### src/rtl/ivc_pkg.sv
package ivc_pkg;
   localparam int unsigned NREQ = 11;
   typedef logic [NREQ-1:0] req_vec_t;

   // Fixed sensing per request index; the three configurable ones are separate
   localparam req_vec_t EDGE_FIXED  = 11'h4F1;
   localparam req_vec_t LEVEL_FIXED = 11'h00C;
   localparam req_vec_t SENSE_CFG   = 11'h302;
   localparam int unsigned CFG_SEL0 = 1;
   localparam int unsigned CFG_SEL1 = 8;
   localparam int unsigned CFG_SEL2 = 9;

   localparam int unsigned PD_IDX   = 0;
   localparam logic [5:0]  PD_VEC   = 6'h2C;
   localparam req_vec_t    NONMASK  = 11'h001;

   function automatic logic [5:0] vec_of(input int unsigned idx);
      return (idx == PD_IDX) ? PD_VEC : 6'(idx * 4);
   endfunction
endpackage

### src/rtl/ivc_capture.sv
module ivc_capture #(
   parameter int unsigned N = 11
) (
   input  logic         clk_i,
   input  logic         rst_ni,
   input  logic [N-1:0] req_i,
   input  logic [N-1:0] edge_mode_i,
   input  logic [N-1:0] force_set_i,
   input  logic [N-1:0] force_clr_i,
   input  logic [N-1:0] ack_i,
   output logic [N-1:0] pend_o
);
   for (genvar g = 0; g < N; g++) begin : g_src
      logic prev_q, latch_q, rise;
      assign rise = edge_mode_i[g] & req_i[g] & ~prev_q;

      always_ff @(posedge clk_i or negedge rst_ni) begin
         if (!rst_ni) begin
            prev_q  <= 1'b0;
            latch_q <= 1'b0;
         end else begin
            prev_q  <= req_i[g];
            latch_q <= rise | force_set_i[g] | (latch_q & ~force_clr_i[g] & ~ack_i[g]);
         end
      end

      assign pend_o[g] = latch_q | (~edge_mode_i[g] & req_i[g]);

      AST_EDGE_LATCH: assert property (@(posedge clk_i) disable iff (!rst_ni)
         (rise && !ack_i[g]) |=> pend_o[g]);
      AST_ACK_PENDING: assert property (@(posedge clk_i) disable iff (!rst_ni)
         ack_i[g] |-> pend_o[g]);
   end
endmodule

### src/rtl/ivc_select.sv
module ivc_select
   import ivc_pkg::*;
#(
   parameter int unsigned N     = 11,
   parameter int unsigned VEC_W = 14
) (
   input  logic             clk_i,
   input  logic             rst_ni,
   input  logic [N-1:0]     pend_i,
   input  logic [N-1:0]     enable_i,
   input  logic [N-1:0]     allow_i,
   input  logic             gie_i,
   input  logic             blk_i,
   input  logic             rst_pend_i,
   output logic             take_o,
   output logic [N-1:0]     ack_o,
   output logic [VEC_W-1:0] vec_o
);
   logic [N-1:0] cand;
   logic [5:0]   vec_lo;

   assign cand   = pend_i & enable_i & allow_i & {N{gie_i & ~blk_i & ~rst_pend_i}};
   assign ack_o  = cand & (~cand + N'(1));
   assign take_o = rst_pend_i | (|cand);

   always_comb begin
      vec_lo = '0;
      for (int i = 0; i < N; i++)
         if (ack_o[i]) vec_lo = vec_of(i);
   end
   assign vec_o = {{(VEC_W-6){1'b0}}, vec_lo};

   AST_GIE_GATES: assert property (@(posedge clk_i) disable iff (!rst_ni)
      !gie_i |-> !(|ack_o));
   AST_BLOCK_GATES: assert property (@(posedge clk_i) disable iff (!rst_ni)
      blk_i |-> !(|ack_o));
   AST_MASK_GATES: assert property (@(posedge clk_i) disable iff (!rst_ni)
      (|(ack_o & ~enable_i)) == 1'b0);
endmodule

### src/rtl/ivc_stack.sv
module ivc_stack #(
   parameter int unsigned N     = 11,
   parameter int unsigned DEPTH = 12,
   localparam int unsigned DW   = $clog2(DEPTH + 1)
) (
   input  logic          clk_i,
   input  logic          rst_ni,
   input  logic [N-1:0]  ack_i,
   input  logic          pop_i,
   output logic [N-1:0]  isr_o,
   output logic [DW-1:0] depth_o,
   output logic          ovf_o
);
   logic [N-1:0] isr_q, top;
   logic         push;

   assign push  = |ack_i;
   assign top   = isr_q & (~isr_q + N'(1));
   assign isr_o = isr_q;

   always_ff @(posedge clk_i or negedge rst_ni) begin
      if (!rst_ni) begin
         isr_q   <= '0;
         depth_o <= '0;
         ovf_o   <= 1'b0;
      end else begin
         isr_q <= (isr_q & ~(pop_i ? top : '0)) | ack_i;
         if (push && !pop_i) begin
            if (depth_o == DW'(DEPTH)) ovf_o <= 1'b1;
            else                       depth_o <= depth_o + DW'(1);
         end else if (pop_i && !push && depth_o != '0) begin
            depth_o <= depth_o - DW'(1);
         end
      end
   end

   AST_DEPTH_LIMIT: assert property (@(posedge clk_i) disable iff (!rst_ni)
      depth_o <= DW'(DEPTH));
   AST_OVF_STICKY: assert property (@(posedge clk_i) disable iff (!rst_ni)
      ovf_o |=> ovf_o);
   AST_FULL_PUSH: assert property (@(posedge clk_i) disable iff (!rst_ni)
      (push && !pop_i && depth_o == DW'(DEPTH)) |=> (ovf_o && $stable(depth_o)));
endmodule

### src/rtl/prio_vec_intc.sv
module prio_vec_intc
   import ivc_pkg::*;
#(
   parameter int unsigned VEC_W       = 14,
   parameter int unsigned STACK_DEPTH = 12,
   localparam int unsigned DEPTH_W    = $clog2(STACK_DEPTH + 1)
) (
   input  logic               clk_i,
   input  logic               rst_ni,
   input  logic [NREQ-1:0]    req_i,
   input  logic               mask_we_i,
   input  logic [NREQ-1:0]    mask_wdata_i,
   input  logic               ctl_we_i,
   input  logic [3:0]         ctl_wdata_i,
   input  logic               frc_we_i,
   input  logic [NREQ-1:0]    frc_set_i,
   input  logic [NREQ-1:0]    frc_clr_i,
   input  logic               gie_set_i,
   input  logic               gie_clr_i,
   input  logic               rti_i,
   output logic               take_o,
   output logic [VEC_W-1:0]   vec_o,
   output logic [DEPTH_W-1:0] depth_o,
   output logic               ovf_o
);
   if (VEC_W < 7) begin : g_bad_vec
      $error("VEC_W must hold the vector table");
   end
   if (STACK_DEPTH < 1) begin : g_bad_depth
      $error("STACK_DEPTH must be at least one");
   end
   if ((EDGE_FIXED | LEVEL_FIXED | SENSE_CFG) != '1 ||
       (EDGE_FIXED & LEVEL_FIXED) != '0 || (EDGE_FIXED & SENSE_CFG) != '0 ||
       (LEVEL_FIXED & SENSE_CFG) != '0) begin : g_bad_sense
      $error("sensing classes must partition the requests");
   end

   logic [NREQ-1:0] mask_q, edge_mode, pend, ack, isr, allow, isr_top;
   logic [3:0]      ctl_q;
   logic            gie_q, blk_q, rst_pend_q, nest;

   always_ff @(posedge clk_i or negedge rst_ni) begin
      if (!rst_ni) begin
         mask_q     <= '0;
         ctl_q      <= '0;
         gie_q      <= 1'b1;
         blk_q      <= 1'b0;
         rst_pend_q <= 1'b1;
      end else begin
         if (mask_we_i) mask_q <= mask_wdata_i;
         if (ctl_we_i)  ctl_q  <= ctl_wdata_i;
         if (gie_clr_i)      gie_q <= 1'b0;
         else if (gie_set_i) gie_q <= 1'b1;
         blk_q      <= mask_we_i;
         rst_pend_q <= 1'b0;
      end
   end

   assign nest = ctl_q[3];

   always_comb begin
      edge_mode           = EDGE_FIXED;
      edge_mode[CFG_SEL0] = ctl_q[0];
      edge_mode[CFG_SEL1] = ctl_q[1];
      edge_mode[CFG_SEL2] = ctl_q[2];
   end

   assign isr_top = isr & (~isr + NREQ'(1));
   assign allow   = (isr == '0) ? '1 : (nest ? (isr_top - NREQ'(1)) : '0);

   ivc_capture #(.N(NREQ)) u_capture (
      .clk_i       (clk_i),
      .rst_ni      (rst_ni),
      .req_i       (req_i),
      .edge_mode_i (edge_mode),
      .force_set_i (frc_we_i ? frc_set_i : '0),
      .force_clr_i (frc_we_i ? frc_clr_i : '0),
      .ack_i       (ack),
      .pend_o      (pend)
   );

   ivc_select #(.N(NREQ), .VEC_W(VEC_W)) u_select (
      .clk_i      (clk_i),
      .rst_ni     (rst_ni),
      .pend_i     (pend),
      .enable_i   (mask_q | NONMASK),
      .allow_i    (allow),
      .gie_i      (gie_q),
      .blk_i      (blk_q),
      .rst_pend_i (rst_pend_q),
      .take_o     (take_o),
      .ack_o      (ack),
      .vec_o      (vec_o)
   );

   ivc_stack #(.N(NREQ), .DEPTH(STACK_DEPTH)) u_stack (
      .clk_i   (clk_i),
      .rst_ni  (rst_ni),
      .ack_i   (ack),
      .pop_i   (rti_i),
      .isr_o   (isr),
      .depth_o (depth_o),
      .ovf_o   (ovf_o)
   );

   AST_MASK_WRITE_HOLD: assert property (@(posedge clk_i) disable iff (!rst_ni)
      $past(mask_we_i) |-> (!take_o || vec_o == '0));
   AST_NO_NEST_OFF: assert property (@(posedge clk_i) disable iff (!rst_ni)
      (!nest && isr != '0) |-> !take_o);
   AST_RESET_NO_PUSH: assert property (@(posedge clk_i) disable iff (!rst_ni)
      (take_o && vec_o == '0) |=> $stable(depth_o));
   AST_PREEMPT_ORDER: assert property (@(posedge clk_i) disable iff (!rst_ni)
      (nest && (|ack)) |-> ((ack & ~allow) == '0));
endmodule

### config.mk
export PLATFORM = sky130hd
export DESIGN_NAME = prio_vec_intc
export DESIGN_NICKNAME = d
export VERILOG_FILES = /design/src/rtl/ivc_pkg.sv /design/src/rtl/ivc_capture.sv /design/src/rtl/ivc_select.sv /design/src/rtl/ivc_stack.sv /design/src/rtl/prio_vec_intc.sv
export SDC_FILE = /design/constraint.sdc
export NUM_CORES = 1
export LEC_CHECK = 0
export ABC_AREA = 1
export CORE_ASPECT_RATIO = 1.4
export CORE_MARGIN = 4
export CORE_UTILIZATION = 53
export DETAILED_ROUTE_END_ITERATION = 10
export GPL_TIMING_DRIVEN = 0
export PLACE_DENSITY = 0.92
export SETUP_SLACK_MARGIN = 0.2
export SYNTH_ARGS = -nofsm -noshare
export SYNTH_HDL_FRONTEND = slang
export SYNTH_SLANG_ARGS = --single-unit
### constraint.sdc
create_clock -name clk_i -period 3.9 [get_ports clk_i]
set_input_delay 0.585 -clock clk_i [delete_from_list [all_inputs] [get_ports clk_i]]
set_output_delay 0.585 -clock clk_i [all_outputs]
set_load 0.01 [all_outputs]
**After elaboration in Yosys (flattened, before gate mapping)**

Cells that the tools add are included.
Widths: inputs -> output; s select.

- $add $sub $neg: 5
- Eq/ne operators: 2
- Mux-type cells: 21
- Bitwise operators: 111
- Reductions and logical operators: 13

Operators with widths:

| kind | number |
|---|---|
| $and 11x11->11 | 6 |
| $mux 6 | 11 |
| $mux 11 | 5 |
| $and 1x1->1 | 39 |
| $not 1->1 | 36 |
| $not 11->11 | 3 |
| $or 1x1->1 | 26 |
| $add 11x1->11 const B | 2 |
| $reduce_or 11->1 | 2 |
| $mux 4 | 3 |
| $logic_not 11->1 | 1 |
| $or 11x11->11 | 1 |
| $sub 11x1->11 const B | 1 |
| $add 4x1->4 const B | 1 |
| $eq 4x4->1 const B | 1 |
| $reduce_and 2->1 | 2 |
| $reduce_bool 2->1 | 2 |
| $reduce_bool 4->1 | 1 |
| $sub 4x1->4 const B | 1 |
| $logic_and 1x1->1 | 3 |
| $logic_not 1->1 | 2 |
| $mux 1 | 2 |
| $ne 2x2->1 const B | 1 |

- Flip-flop bits (word level): 54
- Output and inout bits: 20
- Word-level logic and storage cells: 180

**Depth between registers and ports, before layout**

- Depth in word-level cells: 22
- Gate-level depth with buffers: 21
- Depth with buffers taken out: 20

**Modules after synthesis**

From an unflattened synthesis, not the netlist that was laid out.

- Cell total of the unflattened synthesis: 426
- Area, all modules: 3304.4 µm²

By module, submodules not included:

| module | instances | cells an instance | area an instance (µm²) |
|---|---|---|---|
| prio_vec_intc | 1 | 124 | 1023.5 |
| ivc_capture | 1 | 121 | 1004.7 |
| ivc_stack | 1 | 100 | 825.8 |
| ivc_select | 1 | 81 | 450.4 |

**Least setup slack after synthesis**

No wires, ideal clock.

- Path kind: register to register
- Start: reg gie_q
- End: reg u_stack.depth_o[3]
- Setup time: 0.117 ns
- Data arrival time: 2.398 ns
- Path slack: 1.385 ns
- Cell stages (with the launch flop): 20
- Clock period less this slack: 2.515 ns
- Cells stage by stage: dfstp_2 -> inv_1 -> nor2_1 -> nand2_1 -> inv_1 -> buf_2 -> nand4_1 -> nand2_1 -> nor2_2 -> nand3_2 -> nand2_2 -> ha_1 -> nand2_1 -> nand2_1 -> a31oi_1 -> inv_1 -> nand3_1 -> nand2_1 -> nand3_1 -> nand2_1

- Longest elaborated chain between the ends: 12
- Elaborated cells on any way between the ends: 15

RTL lines:

| what | RTL line | text |
|---|---|---|
| start, declared | prio_vec_intc.sv:40 | `logic gie_q, blk_q, rst_pend_q, nest;` |
| start signal, assigned | prio_vec_intc.sv:46 | `gie_q <= 1'b1;` |
| start signal, assigned | prio_vec_intc.sv:52 | `if (gie_clr_i) gie_q <= 1'b0;` |
| start signal, assigned | prio_vec_intc.sv:53 | `else if (gie_set_i) gie_q <= 1'b1;` |
| $and 1x1->1 (*) (2 in a row) | ivc_select.sv:22 | `assign cand = pend_i & enable_i & allow_i & {N{gie_i & ~blk_i & ~rst_pend_i}};` |
| $and 11x11->11 (*) | ivc_select.sv:22 |  |
| $not 11->11 | ivc_select.sv:23 | `assign ack_o = cand & (~cand + N'(1));` |
| $add 11x1->11 | ivc_select.sv:23 |  |
| $and 11x11->11 (*) | ivc_select.sv:23 |  |
| $reduce_or 11->1 (*) | ivc_stack.sv:17 | `assign push = \|ack_i;` |
| $logic_not 1->1 | ivc_stack.sv:31 | `end else if (pop_i && !push && depth_o != '0) begin` |
| $logic_and 1x1->1 (2 in a row) | ivc_stack.sv:31 |  |
| $reduce_bool 2->1 (no line) | n/a |  |
| $reduce_and 2->1 (no line) | n/a |  |
| end signal, assigned | ivc_stack.sv:30 | `else depth_o <= depth_o + DW'(1);` |
| end signal, assigned | ivc_stack.sv:32 | `depth_o <= depth_o - DW'(1);` |
| end, declared | ivc_stack.sv:11 | `output logic [DW-1:0] depth_o,` |

Mark *: on every way between the ends. The rest lies on a longest branch, timed or not.
A chain may end at the register's enable or synchronous reset.

**Worst setup path in the final report**

- Start: reg gie_q
- End: out vec_o[3]

- Longest elaborated chain between the ends: 17

RTL lines:

| what | RTL line | text |
|---|---|---|
| $and 1x1->1 (*) (2 in a row) | ivc_select.sv:22 |  |
| $and 11x11->11 (*) | ivc_select.sv:22 |  |
| $not 11->11 | ivc_select.sv:23 |  |
| $add 11x1->11 | ivc_select.sv:23 |  |
| $and 11x11->11 (*) | ivc_select.sv:23 |  |
| $mux 6 (10 in a row) | ivc_select.sv:29 | `if (ack_o[i]) vec_lo = vec_of(i);` |
| $mux 6 (*) | ivc_select.sv:29 |  |
| end, declared | prio_vec_intc.sv:22 | `output logic [VEC_W-1:0] vec_o,` |

Marks and branches as above.

==> metrics.csv <==
metric,value,unit
P per Cell Area,440,mW/mm^2
Die Y-Extent,95.8,um
Core ar.,0.00528,sq mm
clock skew,0.0109,ns
Bufs and invs on worst path,4,
DP Worst Slack,0.576,ns
setup tns final,0,ns
Synth async-reset ratio,100,%
CP max stage delay,0.56,ns
peak supply drop,0.245,mV
main flop type after synthesis,dfrtp_1,
# hold bufs at CTS,0,
"Seq/Total Area, Yosys",45.5,%
final non-filler cell area,0.00379,sq mm
Detailed Place HPWL,5690,um
largest net degree at the start of global routing,43,
TritonRoute pass-1 iters,4,
Cell Int Power,1.06,mW
"Top cell by count, worst path",nand3_1,
gr ovfl total,0,
Mapped Area,0.00292,sq mm
number of I/O pins,76,
vias post-DR,2638,
global-route wire length before repair,11700,um
CTS resizes,0,
critical path class,reg2out,
ANT nets after route,0,
crit-path cells,inv_1 -> nor2_1 -> nand2_1 -> inv_1 -> buf_2 -> nand3_1 -> nand3_1 -> nor2_1 -> o31ai_1 -> nand3_1 -> clkdlybuf4s50_1,
crit share post-route,90.9,%
CP max stage cell,dfstp_2,
# DRC,0,
vias in the first global route,2681,
drt wl/cell,14.3,um
Min Hold Slack,0.140,ns
Initial Util,55.3,%
Final GP Congestion,0.952,
synth-to-layout area growth,29.9,%
crit end category,output pin,
clk sinks,53,
Max-slew headroom,65.5,%
"Max FO, Critical Path",10,
outcome,"finished, final reports clean",
via/cell ratio,5.28,
max-capacitance violation count,0,
Die ar.,0.00677,sq mm
I/O Buffers,64,
RSZ-0062 raised after global routing,yes,
clk slew on worst S/H paths,0.10,ns
Static Leak,1.88,nW
sw power,0.612,mW
Seq pwr share,40.9,%
Critical Path AT,2.96,ns
antenna violations before repair,0,
count of cell types in the netlist,39,
CP top delay family,buffers and inverters,
Final #Nets,492,
Antenna diodes,0,
combinational power share,40.4,%
Final WS setup,0.355,ns
Switching Fraction,36.7,%
CP Launch Type,flop,
Clock Path Buffers,2,
clock latency at the later pin of the worst-skew pair,0.31,ns
Post-synth EDFFs,0,
Root Buffer,clkbuf_8,
Final Max Slew Viols,0,
final WL,7130,um
TritonCTS clock tree,yes,
Post-CTS Setup Bufs,0,
#FFs+latches synth,53,
Crit path required time,3.31,ns
DP Area,0.00369,sq mm
share of post-route cells with drive strength above 1,13.6,%
FILL cells,403,
H-tree depth,2,
Peak Freq,282,MHz
GRT Util Overall,21.5,%
Clk pwr share,18.8,%
initial DRC count,181,
Mean Syn Cell Area,8.31,sq um
CTS Buf Count,5,
num rows,31,
fin crit period,3.54,ns
Post-Syn Instances,351,
Die W,70.7,um
Hold Path Class,in2async,
"Hold Vio Cnt, Final",0,
Yosys Warn Count,0,
worst-margin pin slew,0.518,ns
Final setup viols,0,
cell usage after synthesis (2+ instances only):
| master | n | area (sq um) |
|---|---|---|
| nand2_1 | 83 | 312 |
| dfrtp_1 | 51 | 1280 |
| inv_1 | 44 | 165 |
| nand3_1 | 27 | 135 |
| o21ai_0 | 25 | 125 |
| nor2_1 | 22 | 82.6 |
| buf_4 | 10 | 75.1 |
| nor3_1 | 9 | 45.0 |
| nand2_2 | 8 | 50.1 |
| nand2_4 | 6 | 67.6 |
| clkbuf_1 | 5 | 18.8 |
| mux2_2 | 5 | 56.3 |
| nand4_1 | 5 | 31.3 |
| o211ai_1 | 5 | 37.5 |
| a21oi_1 | 4 | 20.0 |
| nand3_2 | 4 | 40.0 |
| nor2_4 | 4 | 45.0 |
| o31ai_1 | 3 | 22.5 |
| a22oi_1 | 2 | 15.0 |
| a31oi_1 | 2 | 12.5 |
| buf_2 | 2 | 10.0 |
| dfstp_2 | 2 | 52.6 |
| ha_1 | 2 | 25.0 |
| nor2_2 | 2 | 12.5 |
| o21bai_1 | 2 | 15.0 |
| o221ai_1 | 2 | 17.5 |
| o22ai_1 | 2 | 12.5 |
| xor2_1 | 2 | 17.5 |
cell usage in the layout, fill, tap and decap left out, types with 2 or more instances in the layout:
cell             instances
dfstp_2                  2
a22oi_1                  2
dfrtp_1                 51
nand3_2                  4
a21oi_1                  4
nand2_2                  8
o221ai_1                 2
nor2_1                  22
a31oi_1                  2
buf_4                   10
inv_1                   44
clkdlybuf4s50_1         63
o21ai_0                 25
mux2_2                   5
nor2_4                   4
clkbuf_8                 5
o22ai_1                  2
xor2_1                   2
nor3_1                   7
o211ai_1                 5
ha_1                     2
nand2_1                 83
nand3_1                 27
clkbuf_1                 6
conb_1                  11
o21bai_1                 2
o31ai_1                  3
nor2_2                   2
nand4_1                  5
buf_12                   2
nand2_4                  6
buf_2                    3
nor3_2                   2
power groups by stage:
stage	Clock (mW)	Combinational [mW]	Sequential [mW]
3_3_place_gp	0	0.645	0.689
3_5_place_dp	0	0.664	0.693
6_report	0.313	0.673	0.682
5_1_grt	0.335	0.744	0.693
2_1_floorplan	0	0.431	0.692
4_1_cts	0.312	0.670	0.683
logic make-up after synthesis:
family,share of synthesized area (%)
buffers and inverters,10.0
AOI/OAI and AO/OA,10.5
and+or+nand+nor,29.7
xor gates and xnor gates,0.600
other,0.129
muxes,1.93
DFF,45.5
adders and majority gates,1.54
routing by layer:
metal  up-vias  part of all wire (%)  wire length, um  global-route usage, %
met5         -                     0                0                      0
li1       1284                     -                -                      -
met1      1245                    39             2770                   24.3
met2        90                    54             3840                   39.8
met4         0                   2.0              146                   7.99
met3        19                   5.3              375                   4.28
registers in the layout (all words and copies together), names as in the netlist, 4 cells and up:
| signal | cells |
|---|---|
| ctl_q | 4 |
| u_capture.g_src.prev_q | 9 |
| u_capture.g_src.latch_q | 11 |
| mask_q | 10 |
| u_stack.isr_o | 11 |
| u_stack.depth_o | 4 |
per-stage QoR:
| stage | power, mW | std cells | utilization (%) |
|---|---|---|---|
| 2_1_floorplan | 1.12 | 361 | - |
| 3_3_place_gp | 1.33 | 491 | 69.7 |
| 3_5_place_dp | 1.36 | 492 | 70.0 |
| 4_1_cts | 1.66 | 500 | 71.7 |
| 5_1_grt | 1.77 | 500 | 71.8 |
| 6_report | 1.67 | 500 | 71.8 |
cell type report:
class | count | area (sq um) | area share, %
multi-input cells | 245 | 1340 | 35.5
plain buffers | 18 | 124 | 3.27
clock inverters | 2 | 13.8 | 0.363
repair buffers | 65 | 656 | 17.3
flip-flops and latches | 53 | 1330 | 35.1
inverters | 45 | 169 | 4.46
clock buffers | 6 | 72.6 | 1.91
well taps | 66 | 82.6 | 2.18
worst paths after layout:
kind                            slack [ns]                          to                       from  cells after the start
worst max-delay path                  0.36                    vec_o[3]                      gie_q                     11
worst min-delay path                  0.14                    ctl_q[1]                     rst_ni                      1
worst max register to register        0.93          u_stack.depth_o[3]                      gie_q                     19
worst min register to register        0.44  u_capture.g_src[0].latch_q  u_capture.g_src[0].prev_q                      1
max in group asynchronous             3.20                  rst_pend_q                     rst_ni                      2
min in group clk_i                    0.44  u_capture.g_src[0].latch_q  u_capture.g_src[0].prev_q                      1
No activity file was read; power rests on OpenSTA's default activity.
